## src/rtl/nthash_pkg.sv

```systemverilog
package nthash_pkg;
  localparam int KEY_W_DEF  = 32;
  localparam int HASH_W_DEF = 16;
  localparam logic [HASH_W_DEF-1:0] SEED_DEF = 16'h1fff;
  localparam int MIX_SH_A   = 3;
  localparam int MIX_SH_B   = 6;
  localparam int MIX_SH_C   = 9;
  localparam int FOLD_SH    = 13;
endpackage

```

## src/rtl/nthash_mix.sv

```systemverilog
module nthash_mix #(
  parameter int W  = 16,
  parameter int SA = 3,
  parameter int SB = 6,
  parameter int SC = 9
) (
  input  logic [W-1:0] d_in,
  output logic [W-1:0] d_out
);
  logic [W-1:0] first;

  always_comb begin
    first = d_in ^ (d_in >> SA) ^ (d_in >> SB);
    d_out = first ^ (first >> SC);
  end
endmodule

```

## src/rtl/nthash_fold.sv

```systemverilog
module nthash_fold
  import nthash_pkg::*;
#(
  parameter int              KEY_W  = KEY_W_DEF,
  parameter int              HASH_W = HASH_W_DEF,
  parameter logic [HASH_W-1:0] SEED = SEED_DEF
) (
  input  logic [KEY_W-1:0]  key,
  output logic [HASH_W-1:0] hash
);
  localparam int STAGES = KEY_W / HASH_W;

  logic [HASH_W-1:0] st_in  [STAGES];
  logic [HASH_W-1:0] st_out [STAGES];

  for (genvar i = 0; i < STAGES; i++) begin : g_stage
    localparam int TOP = KEY_W - 1 - i * HASH_W;
    logic [HASH_W-1:0] chunk;
    assign chunk = key[TOP -: HASH_W];

    if (i == 0) begin : g_seed
      assign st_in[i] = SEED ^ chunk;
    end else begin : g_merge
      assign st_in[i] = st_out[i-1] ^ (st_out[i-1] << FOLD_SH) ^ chunk;
    end

    nthash_mix #(
      .W (HASH_W),
      .SA(MIX_SH_A),
      .SB(MIX_SH_B),
      .SC(MIX_SH_C)
    ) u_mix (
      .d_in (st_in[i]),
      .d_out(st_out[i])
    );
  end

  assign hash = st_out[STAGES-1];
endmodule

```

## src/rtl/nthash_incr.sv

```systemverilog
module nthash_incr #(
  parameter int KEY_W  = 32,
  parameter int HASH_W = 16
) (
  input  logic [KEY_W-1:0]  key,
  output logic [HASH_W-1:0] incr
);
  logic [HASH_W-1:0] doubled;

  assign doubled = {key[HASH_W-2:0], 1'b0};
  assign incr    = doubled - HASH_W'(1);
endmodule

```

## src/rtl/nthash_unit.sv

```systemverilog
module nthash_unit
  import nthash_pkg::*;
#(
  parameter int              KEY_W  = KEY_W_DEF,
  parameter int              HASH_W = HASH_W_DEF,
  parameter logic [HASH_W-1:0] SEED = SEED_DEF
) (
  input  logic              clk,
  input  logic              rst,
  input  logic              in_valid,
  input  logic [KEY_W-1:0]  in_key,
  output logic              out_valid,
  output logic [HASH_W-1:0] out_hash,
  output logic [HASH_W-1:0] out_incr
);
  logic [HASH_W-1:0] hash_c;
  logic [HASH_W-1:0] incr_c;

  nthash_fold #(
    .KEY_W (KEY_W),
    .HASH_W(HASH_W),
    .SEED  (SEED)
  ) u_fold (
    .key (in_key),
    .hash(hash_c)
  );

  nthash_incr #(
    .KEY_W (KEY_W),
    .HASH_W(HASH_W)
  ) u_incr (
    .key (in_key),
    .incr(incr_c)
  );

  always_ff @(posedge clk) begin
    if (rst) begin
      out_valid <= 1'b0;
    end else begin
      out_valid <= in_valid;
    end
  end

  always_ff @(posedge clk) begin
    if (in_valid) begin
      out_hash <= hash_c;
      out_incr <= incr_c;
    end
  end
endmodule

```

## config.mk

```make
export PLATFORM = sky130hd
export DESIGN_NAME = nthash_unit
export DESIGN_NICKNAME = d
export VERILOG_FILES = /design/src/rtl/nthash_pkg.sv /design/src/rtl/nthash_mix.sv /design/src/rtl/nthash_fold.sv /design/src/rtl/nthash_incr.sv /design/src/rtl/nthash_unit.sv
export SDC_FILE = /design/constraint.sdc
export NUM_CORES = 1
export LEC_CHECK = 0
export BUFFER_PORTS_ARGS = -buffer_cell sky130_fd_sc_hd__buf_2
export CAP_MARGIN = 20
export CORE_AREA = 8 8 78 80
export CTS_CLUSTER_SIZE = 24
export DETAILED_ROUTE_END_ITERATION = 10
export DIE_AREA = 0 0 86 88
export GPL_TIMING_DRIVEN = 0
export SYNTH_ARGS = -nofsm -noshare
export SYNTH_HDL_FRONTEND = slang
export SYNTH_SLANG_ARGS = --single-unit
```

## constraint.sdc

```tcl
create_clock -name clk -period 2.5 [get_ports clk]
set_input_delay 0.75 -clock clk [delete_from_list [all_inputs] [get_ports clk]]
set_output_delay 0.75 -clock clk [all_outputs]
set_load 0.05 [all_outputs]
```

# Yosys cells after proc, flatten, opt, wreduce, memory -nomap -nowiden
# Index checks and enable logic that the tools add are counted.
# op_classes
n_addsub	1
bitwise	9
# ops
cell	count
$xor A16 B10 Y16	2
$xor A16 B13 Y16	2
$xor A16 B16 Y16	2
$xor A16 B7 Y16	2
$sub A16 B1 Y16 const B	1
$not A13 Y13	1
# totals
reg_bits	33
in_bits	35
output_inout_bits	33
wordCells	13

# Logic depth before layout (Yosys ltp)
# logic_depth
depth_word	9
mapped_depth	5
ltp_nobuf	5

# Hierarchy
# Synthesis repeated with hierarchy kept, for this count alone.
# unflattened
hier_cells	143
area_unflattened_um2	2005.7
# modules_own_cells
mod	instances	cells_each	area_each_um2	seq_area_each_um2
nthash_unit	1	34	994.7	980.9
nthash_mix	2	21	240.2	0.0
nthash_incr	1	38	296.5	0.0
nthash_fold	1	29	234.0	0.0

# Worst setup path after synthesis
# Ideal clock, no wire load.
# synth_path
kind	input port to flip-flop
startpoint	in in_key[7]
endpoint	reg out_incr[14], data pin
setup_time_ns	0.262
t_arrival_ns	1.946
required_ns	2.238
slack_ns	0.291
cell_stages	5
n_path_buf	1
path_cell_list	buf_6 > or4_4 > or3_4 > nor3_2 > xor2_1
# synth_via
elab_chain_len	1
# synth_rtl
item	line_no	text
start: declaration	nthash_unit.sv:11	input logic [KEY_W-1:0] in_key,
$sub A16 B1 Y16	nthash_incr.sv:11	assign incr = doubled - HASH_W'(1);
net incr_c[14]	nthash_unit.sv:17	logic [HASH_W-1:0] incr_c;
end signal: assignment	nthash_unit.sv:47	out_incr <= incr_c;
end: declaration	nthash_unit.sv:14	output logic [HASH_W-1:0] out_incr
# The timed path passes the listed nets, and every way through them passes these cells.
# A chain may end at the register's enable or synchronous reset.

# Final worst setup path
# layout_path
startpoint	in in_key[22]
endpoint	reg out_hash[1], data pin
# layout_via
elab_chain_len	8
# layout_rtl
item	line_no	text
$not A13 Y13 (no line)	-	
$xor A16 B10 Y16	nthash_mix.sv:13	first = d_in ^ (d_in >> SA) ^ (d_in >> SB);
$xor A16 B7 Y16	nthash_mix.sv:14	d_out = first ^ (first >> SC);
$xor A16 B16 Y16 (2 in a row)	nthash_fold.sv:24	assign st_in[i] = st_out[i-1] ^ (st_out[i-1] << FOLD_SH) ^ chunk;
$xor A16 B13 Y16	nthash_mix.sv:13	
$xor A16 B10 Y16	nthash_mix.sv:13	
$xor A16 B7 Y16	nthash_mix.sv:14	
net hash_c[1]	nthash_unit.sv:16	logic [HASH_W-1:0] hash_c;
end signal: assignment	nthash_unit.sv:46	out_hash <= hash_c;
end: declaration	nthash_unit.sv:13	output logic [HASH_W-1:0] out_hash,
# The timed path passes the listed nets, and every way through them passes these cells.

==> qor.yml <==
final_layout:
  num_antenna_cells: 0
  drive_gt1_share_pct: 43.9
  final_core_util_pct: 47.8
  finalInstanceArea_um2: 2350
  syn_to_final_growth_pct: 27.1
  final_cell_count_no_fill: 266
  fillCellCount: 473
  fin_nets: 231
sta:
  drv_slew: 0
  hold_slack_ps: 617
  rsz0062_at_grt: "false"
  timing.final.crit_share_pct: 83.4
  setup_violations: 0
  tns_ps: 0
  max_slew.worst_pin.slew_ps: 712
  fin_crit_ps: 2080
  hold_viol: 0
  fmax_mhz: 480
  slew_headroom_pct: 52.6
placed_design:
  hpwl_mm: 3.25
  portBuffers: 64
  placed_area_um2: 2260
  gp_congestion: 0.747
  dp.cells: 258
clock_tree:
  ctsHoldBuffers: 0
  clkTransAtPathRegs_ps: 70
  post_cts_resized: 0
  clockBufferDepth: 2
  cts_root_buf: "clkbuf_8"
  cts_max_level: 2
  postCtsSetupBuffers: 0
  cts_tree: "done"
  cts_sinks: 32
  cts_made_buffers: 5
power:
  powerDensity_nw_per_um2: 891
  seqPwrFrac_pct: 36.9
  swShare_pct: 40.1
  internal-power_uw: 1250
  p_comb_share_pct: 43.7
  p_switching_uw: 840
  p_leak_uw: 0.000999
  vdd_drop_max_mv: 0.370
  clkPwrFrac_pct: 19.4
global_routing:
  grt_pass1_wl_mm: 6.38
  grt-busiest-layer: "met2"
  use_met3_pct: 5.82
  use_met2_pct: 19.6
  grt_pass1_vias: 1332
  antenna_found_initial: 0
  use_met1_pct: 10.9
  overflow: 0
  grt_max_degree: 33
  track_usage_pct: 11.1
synthesis:
  synth_compound_area_share_pct: 0
  synth_top_family_by_area: "XOR/XNOR gates"
  synthAdderAreaFrac_pct: 0.677
  synth_edf_count: 31
  synth_top_area_share_pct: 50.3
  seq_area_frac_synth_pct: 51.4
  synth.largest_area_cell: "edfxtp_1"
  synth_top_flop_cell: "edfxtp_1"
  netlist_area_um2: 1850
  ys.warnings.count: 0
  synth_xor_area_share_pct: 38.8
  synth_area_leaders: "edfxtp_1, xnor2_1, xor2_1, xnor3_1, xor2_2"
  synth-async-reset-ratio_pct: 0
  avgSynthCellArea_um2: 14.9
  synth-seq-cells: 32
  yosys.area_share.simple_pct: 6.83
  syn_nets: 160
  synth_cell_type_count: 27
  netlist_instances: 124
  synthMuxAreaShare_pct: 0
die:
  coreArea_um2: 4910
  die_y_um: 88
  die_w_um: 86
  initial_core_util_pct: 37.6
  num_rows: 26
  io-pin-count: 68
  dieArea_um2: 7570
setup_path:
  critPathSlowestCell: "xnor3_1"
  critPathCaptureType: "register"
  required_ps: 2540
  crit_fanout: 3
  startpoint: "in_key[22]"
  cp_cell_sequence: "buf_2, xnor2_1, xor3_1, xnor3_1, xnor2_1"
  crit_buf_inv: 1
  path_delay_family: "XOR/XNOR gates"
  worstSetupPathType: "in2reg"
  worst-path-stages: 5
  worstPathArrival_ps: 2120
  slowest_delay_ps: 390
  critPathCapture: "out_hash[1]"
  crit_top_cell: "xnor2_1"
  cp-start-kind: "input port"
run:
  max_cap_viol_count: 0
route:
  vias: 1135
  routed_wl_mm: 3.95
  drt-wirelength-per-cell_um: 14.8
  drc: 0
  antenna_left: 0
  first_pass_iters: 4
  drt_iter0_markers: 37
  vias_per_cell: 4.27
status:
  status: "completed"
worst_hold_path:
  hold_path_class: "in2reg"
-- state kept, by name (all words and copies together), names as in the netlist --
signal and flops:
out_hash 16, out_incr 15, out_valid 1
-- cell type report --
| class | instances | area [um2] | share of cell area (%) |
|---|---|---|---|
| Buffer | 3 | 23.8 | 1.01 |
| Clock buffer | 6 | 82.6 | 3.51 |
| Clock inverter | 2 | 10.0 | 0.426 |
| Inverter | 4 | 15.0 | 0.639 |
| Multi-Input combinational cell | 85 | 860 | 36.6 |
| Sequential cell | 32 | 951 | 40.5 |
| Tap cell | 70 | 87.6 | 3.73 |
| Timing Repair Buffer | 64 | 320 | 13.6 |
-- how the worst min path moves through the flow --
stage               start         to  slack [ps]  depth (start not counted)
finish                rst  out_valid         620                          2
global route          rst  out_valid         610                          2
CTS                   rst  out_valid         610                          2
detailed placement    rst  out_valid         910                          2
global placement      rst  out_valid         910                          2
floorplan             rst  out_valid         820                          1
-- cell usage after synthesis, types with 2 or more instances --
cell	count
nand2_1	3
inv_1	4
xnor2_1	33
xor2_1	18
xor2_2	4
xnor3_1	4
nor2_1	5
xor3_1	2
nor3_1	2
edfxtp_1	31
nor4_1	2
-- power by group through the flow --
stage | clock network, uW | registers [uW] | logic [uW]
5_1_grt | 437 | 784 | 969
2_1_floorplan | 0 | 1180 | 318
4_1_cts | 418 | 775 | 928
6_report | 405 | 773 | 916
3_5_place_dp | 0 | 785 | 925
3_3_place_gp | 0 | 780 | 915
-- through the flow --
| stage | total power, uW | setup slack, ps |
|---|---|---|
| floorplan | 1500 | 291 |
| global placement | 1690 | 123 |
| detailed placement | 1710 | 96.2 |
| CTS | 2120 | 398 |
| global route | 2190 | 325 |
| finish | 2090 | 416 |
-- cell usage in the layout, fill, tap and decap left out, drive strengths merged --
cell and instances:
xor2 22, xnor2 34, clkbuf 6, conb 1
nor4 3, buf 67, nand2 3, edfxtp 31
xor3 3, nor2b 1, or4 1, dfxtp 1
nor2 5, or3 2, nor3 3, inv 4
ha 1, xnor3 5, nand3b 1, clkinv 2
-- kinds of logic (layout without fill, tap and decap cells) --
| kind of cell | Yosys count | in the layout |
|---|---|---|
| xor gates and xnor gates | 64 | 64 |
| adders and majority gates | 1 | 1 |
| buffers and inverters | 7 | 79 |
| DFF | 32 | 32 |
| other | 1 | 1 |
| and+or+nand+nor | 19 | 19 |
-- metal layers --
layer	vias up	wire length [um]
met5	-	0
met4	0	45
met3	4	379
met2	39	2030
met1	536	1490
li1	556	-
Note: power is estimated with default switching activity, not from simulation.
